--- src/rtl/pmap_pkg.sv ---
package pmap_pkg;
  localparam int ADDR_W = 32;
  localparam int SEG_W  = 3;

  localparam logic [1:0] PRIV_TAG = 2'b10;
  localparam logic [5:0] CREG_TOP = 6'h3F;

  typedef enum logic [2:0] {
    AR_LOW = 3'd0,
    AR_W1  = 3'd1,
    AR_W2  = 3'd2,
    AR_W3  = 3'd3,
    AR_TOP = 3'd4
  } area_e;

  typedef struct packed {
    logic [SEG_W-1:0] vpn;
    logic [SEG_W-1:0] ppn;
    logic             c;
    logic             wt;
  } ment_t;
endpackage

--- src/rtl/pmap_area_dec.sv ---
module pmap_area_dec
  import pmap_pkg::*;
(
  input  logic [5:0] va_top,
  output area_e      area,
  output logic       creg
);
  always_comb begin
    unique case (va_top[5:3])
      3'b100:  area = AR_W1;
      3'b101:  area = AR_W2;
      3'b110:  area = AR_W3;
      3'b111:  area = AR_TOP;
      default: area = AR_LOW;
    endcase
    creg = (va_top == CREG_TOP);
  end
endmodule

--- src/rtl/pmap_cam.sv ---
module pmap_cam
  import pmap_pkg::*;
#(
  parameter int N_ENT = 16,
  localparam int IDX_W = $clog2(N_ENT)
)(
  input  logic             clk,
  input  logic             rst,
  input  logic             wr_en,
  input  logic [IDX_W-1:0] wr_idx,
  input  logic             wr_vld,
  input  ment_t            wr_ent,
  input  logic [SEG_W-1:0] lk_seg,
  output logic             hit,
  output ment_t            hit_ent,
  output logic             cfg_err
);
  // payload kept without reset so it can sit in plain storage; valid bits reset
  ment_t            tbl [N_ENT];
  logic [N_ENT-1:0] vld_q;
  logic [N_ENT-1:0] mvec;
  logic [N_ENT-1:0] bad;
  logic [IDX_W-1:0] sel;

  always_ff @(posedge clk) begin
    if (wr_en) tbl[wr_idx] <= wr_ent;
  end

  always_ff @(posedge clk) begin
    if (rst)        vld_q <= '0;
    else if (wr_en) vld_q[wr_idx] <= wr_vld;
  end

  for (genvar gi = 0; gi < N_ENT; gi++) begin : g_cmp
    assign bad[gi]  = vld_q[gi] && (tbl[gi].vpn[SEG_W-1:SEG_W-2] != PRIV_TAG);
    assign mvec[gi] = vld_q[gi] && !bad[gi] && (tbl[gi].vpn == lk_seg);
  end

  always_comb begin
    sel = '0;
    for (int i = N_ENT - 1; i >= 0; i--) begin
      if (mvec[i]) sel = IDX_W'(i);
    end
  end

  assign hit     = |mvec;
  assign hit_ent = tbl[sel];
  assign cfg_err = |bad;
endmodule

--- src/rtl/priv_map_unit.sv ---
module priv_map_unit
  import pmap_pkg::*;
#(
  parameter int N_ENT    = 16,
  parameter int PG_OFS_W = 12,
  localparam int IDX_W   = $clog2(N_ENT),
  localparam int PPN_W   = ADDR_W - PG_OFS_W
)(
  input  logic              clk,
  input  logic              rst,
  input  logic              ext_en,
  input  logic              xlat_en,
  input  logic              req_vld,
  input  logic [ADDR_W-1:0] req_va,
  input  logic [PPN_W-1:0]  pt_ppn,
  input  logic              pt_c,
  input  logic              pt_wt,
  input  logic              wr_en,
  input  logic [IDX_W-1:0]  wr_idx,
  input  logic              wr_vld,
  input  logic [SEG_W-1:0]  wr_vpn,
  input  logic [SEG_W-1:0]  wr_ppn,
  input  logic              wr_c,
  input  logic              wr_wt,
  output logic              pa_vld,
  output logic [ADDR_W-1:0] pa,
  output logic              pa_c,
  output logic              pa_wt,
  output logic              miss,
  output logic              cfg_err
);
  localparam int SEG_LO = ADDR_W - SEG_W;

  logic              mode_q;
  area_e             area;
  logic              creg;
  logic              hit;
  ment_t             hit_ent;
  ment_t             wr_ent;
  logic [ADDR_W-1:0] nx_pa;
  logic              nx_c, nx_wt, nx_ok, in_win;

  assign wr_ent = '{vpn: wr_vpn, ppn: wr_ppn, c: wr_c, wt: wr_wt};

  pmap_area_dec u_dec (
    .va_top (req_va[ADDR_W-1:ADDR_W-6]),
    .area   (area),
    .creg   (creg)
  );

  pmap_cam #(.N_ENT(N_ENT)) u_cam (
    .clk     (clk),
    .rst     (rst),
    .wr_en   (wr_en),
    .wr_idx  (wr_idx),
    .wr_vld  (wr_vld),
    .wr_ent  (wr_ent),
    .lk_seg  (req_va[ADDR_W-1:SEG_LO]),
    .hit     (hit),
    .hit_ent (hit_ent),
    .cfg_err (cfg_err)
  );

  assign in_win = (area == AR_W1) || (area == AR_W2);

  always_comb begin
    nx_pa = req_va;
    nx_c  = 1'b0;
    nx_wt = 1'b0;
    nx_ok = 1'b1;
    unique case (area)
      AR_W1, AR_W2: begin
        if (mode_q) begin
          nx_ok = hit;
          nx_pa = {hit_ent.ppn, req_va[SEG_LO-1:0]};
          nx_c  = hit_ent.c;
          nx_wt = hit_ent.wt;
        end else begin
          nx_pa = {{SEG_W{1'b0}}, req_va[SEG_LO-1:0]};
          nx_c  = (area == AR_W1);
        end
      end
      AR_TOP: nx_pa = req_va;
      default: begin
        if (xlat_en) begin
          nx_pa = {pt_ppn, req_va[PG_OFS_W-1:0]};
          nx_c  = pt_c;
          nx_wt = pt_wt;
        end else begin
          nx_c  = 1'b1;
        end
      end
    endcase
    if (!mode_q && !in_win) nx_pa[ADDR_W-1:SEG_LO] = '0;
    if (creg)               nx_pa[ADDR_W-1:SEG_LO] = '1;
  end

  always_ff @(posedge clk) begin
    if (rst) begin
      mode_q <= 1'b0;
      pa_vld <= 1'b0;
      miss   <= 1'b0;
      pa     <= '0;
      pa_c   <= 1'b0;
      pa_wt  <= 1'b0;
    end else begin
      mode_q <= ext_en;
      pa_vld <= req_vld && nx_ok;
      miss   <= req_vld && !nx_ok;
      if (req_vld && nx_ok) begin
        pa    <= nx_pa;
        pa_c  <= nx_c;
        pa_wt <= nx_wt;
      end
    end
  end
endmodule

--- config.mk ---
export PLATFORM = sky130hd
export DESIGN_NAME = priv_map_unit
export DESIGN_NICKNAME = d
export VERILOG_FILES = /design/src/rtl/pmap_pkg.sv /design/src/rtl/pmap_area_dec.sv /design/src/rtl/pmap_cam.sv /design/src/rtl/priv_map_unit.sv
export SDC_FILE = /design/constraint.sdc
export NUM_CORES = 1
export LEC_CHECK = 0
export ABC_AREA = 1
export BUFFER_PORTS_ARGS = -buffer_cell sky130_fd_sc_hd__buf_2
export CORE_MARGIN = 3
export CORE_UTILIZATION = 50
export CTS_CLUSTER_DIAMETER = 100
export DETAILED_ROUTE_END_ITERATION = 8
export PLACE_DENSITY = 0.71
export SLEW_MARGIN = 5
export SYNTH_ARGS = -nofsm -noshare
export SYNTH_HDL_FRONTEND = slang
export SYNTH_SLANG_ARGS = --single-unit
--- constraint.sdc ---
create_clock -name clk -period 2.5 [get_ports clk]
set_clock_uncertainty 0.05 [all_clocks]
set_input_delay 0.375 -clock clk [delete_from_list [all_inputs] [get_ports clk]]
set_output_delay 0.375 -clock clk [all_outputs]
set_load 0.02 [all_outputs]
==> reports/metrics.cfg <==
[outcome]
status = complete, but fails checks
violations = setup timing

[worst_setup_path]
critPathMaxStageDelay_ns = 0.38
critical-path-slowest-cell = edfxtp_1
critPathTopFamily = simple AND/OR/NAND/NOR gates
critPathCaptureType = flop
worstRegToRegCells = 24
path_common_cell = nand2_1
arrival_ns = 2.78
cp.depth = 24
startpoint_type = flop
crit_fanout = 6
criticalPathCategory = reg -> reg
cp_data_required_time_ns = 2.76
crit_buf_inv = 1
crit_chain = or2_2 > nand4_1 > nand2_1 > nand2_1 > nand2_1 > nand2_1 > nand2_1 > nand2_1 > nand2_1 > nand2_1 > nand2_1 > nand2_1 > nand2_2 > nand2_4 > nand2_8 > clkbuf_16 > nand2_2 > nand3_2 > nand3_2 > nand3_2 > nand2_2 > nand2_2 > nand2_1 > a21oi_1

[die]
dieArea_mm2 = 0.0167
fp.dieH_um = 129
die-width_um = 129
start_util_pct = 51.7
coreArea_mm2 = 0.0147
ioPinCount = 110
row_count = 44

[power]
finalPower_w = 0.00657
powerDensity_mw_per_mm2 = 683
vdd_drop_max_v = 0.000454
p_leak_nw = 3.99

[logic_synthesis]
synth_edf_count = 128
muxShareOfSynthArea_pct = 2.24
ys_types = 35
synth_ff_type = edfxtp_1
synthArstFlopShare_pct = 0
synth-simple-area-share_pct = 20.1
yosysSeqAreaShare_pct = 64.6
yosysMostFrequentCell = nand2_1
synthesis.area_mm2 = 0.00759
yosysTopAreaCellShare_pct = 50.6
synthAdderAreaFrac_pct = 0
synth-xor-area-share_pct = 0
syn-num-nets = 829
synth_commonest_cells = nand2_1, edfxtp_1, nand3_1, nor2_1, o21ai_0
synth.area.top_cells = edfxtp_1, dfxtp_1, nand3_1
syn-mean-instance-area_um2 = 10.0
synth_top_family_by_area = simple AND/OR/NAND/NOR gates
synth_compound_area_share_pct = 8.06
ys_ff_latch = 181
synth_top_area_cell = edfxtp_1
yosysWarnings = 0
netlist_instances = 756

[timing]
finalCritPeriodShare_pct = 101
slew_headroom_pct = 58.8
setup_ws_ns = -0.0129
min_period_ns = 2.51
max_freq_mhz = 398
hold_violations = 0
drv_slew = 0
final-setup-viol-count = 4
rsz0062_at_grt = true
tightest_slew_ns = 0.616

[drt]
num_vias = 6044
drtPass1Iterations = 5
wl_um = 19100
final_antenna_net_count = 0
drt_iter0_drc = 534
viasPerCell = 5.43
routedWlPerCell_um = 17.2
drc = 0

[clock_tree]
cts_tree = yes
clk_pin_slew_ns = 0.07
cts_buffers = 17
cts_root_buf = clkbuf_16
cts.sinks = 181
clock_latency_ns = 0.43
h-tree-depth = 4
cts_buffer_depth = 2
postCtsSetupBuffers = 0

[place]
place.port_buffers = 109
place_congestion = 0.840
hpwl_um = 13100
place_area_mm2 = 0.00875

[global_routing]
overflow = 0
antenna_found_initial = 0
grt_pass1_vias = 5448
grtUsageTotal_pct = 22.5
grt_max_degree = 39
grt_pass1_wl_um = 28600

[worst_hold_path]
whs_path_depth = 2
holdCritPathClass = in -> reg

[finish]
fin_nets = 989
drive_gt1_share_pct = 27.0
layout-area-overhead-vs-synth_pct = 26.6
num_antenna_cells = 0
utilization_pct = 65.4
nFillCells = 1118
final_cell_area_mm2 = 0.00961

[flow_run]
cap_violations = 0

-- routing by layer --
layer	wire (um)	up-vias	track usage [%]
li1	-	2937	-
met1	8310	2852	30.9
met2	9330	231	36.2
met3	1250	24	4.86
met4	252	0	7.04
met5	0	-	0
-- where the power goes --
part | switching [W] | internal (W) | total, W | leakage, nW
Combinational | 0.000319 | 0.000190 | 0.000508 | 2.08
Clock | 0.00109 | 0.00163 | 0.00272 | 0.315
Sequential | 0.0000364 | 0.00330 | 0.00334 | 1.59
-- path summary, 6_finish.rpt --
path | startpoint | end | slack (ns)
hold reg to reg | pa[11]$_SDFFE_PP0P_ | pa[11]$_SDFFE_PP0P_ | 0.43
hold / removal | rst | u_cam.vld_q[14]$_SDFFE_PP0P_ | 0.12
setup reg to reg | u_cam.tbl[12][5]$_DFFE_PP_ | pa_c$_SDFFE_PP0P_ | -0.01
setup / recovery | u_cam.tbl[12][5]$_DFFE_PP_ | pa_c$_SDFFE_PP0P_ | -0.01
-- what timing repair did --
item	CTS	global route
hold buffers	0	0
gates resized for setup	2	37
pin swaps	0	14
endpoints found under the setup margin	2	9
gates cloned	0	4
-- through the flow --
step / setup slack, ns / hold slack (ns) / cells / setup TNS (ns)
detailed placement: -0.269 / 0.416 / 1077 / -4.05
finish: -0.0129 / 0.116 / 1113 / -0.0383
floorplan: 0.202 / 0.394 / 756 / 0
global placement: -0.268 / 0.408 / 1077 / -2.08
CTS: 0.00786 / 0.0987 / 1109 / 0
global route: -0.295 / 0.105 / 1113 / -1.38
-- registers in the layout, indices dropped and copies added (netlist names) --
name and count:
pa 32, u_cam.vld_q 16, pa_wt 1, mode_q 1, pa_c 1, pa_vld 1
u_cam.tbl 128, miss 1
-- cell type report --
type / count / area (um2) / area share, %
Sequential cell: 181 / 4900 / 51.0
Timing Repair Buffer: 171 / 1140 / 11.9
Clock inverter: 7 / 50.0 / 0.521
Multi-Input combinational cell: 485 / 2470 / 25.7
Inverter: 60 / 233 / 2.42
Clock buffer: 25 / 582 / 6.05
Tap cell: 184 / 230 / 2.39
-- cell usage in the layout (no fill, tap or decap), types with 24 or more instances in the layout --
cell type	n
nand2_1	126
a21oi_1	48
edfxtp_1	128
inv_1	52
nor2_1	82
nand3_1	87
o21ai_0	54
buf_4	50
clkbuf_16	24
dfxtp_1	53
buf_2	109
-- worst reg2reg max path, stage by stage (launching register included) --
cell and delay (ns):
edfxtp_1 0.38, or2_2 0.30, nand4_1 0.11, nand2_1 0.06
nand2_1 0.05, nand2_1 0.05, nand2_1 0.05, nand2_1 0.05
nand2_1 0.06, nand2_1 0.05, nand2_1 0.05, nand2_1 0.04
nand2_1 0.07, nand2_2 0.06, nand2_4 0.13, nand2_8 0.11
clkbuf_16 0.19, nand2_2 0.05, nand3_2 0.07, nand3_2 0.08
nand3_2 0.10, nand2_2 0.09, nand2_2 0.04, nand2_1 0.05
a21oi_1 0.06
-- logic make-up (layout without fill, tap and decap cells) --
logic type      Yosys count  after routing
mux                      17             17
simple gates            350            351
compound gates          117            117
buf+inv                  91            263
flops                   181            181
Power figures use the tool's default switching activity.
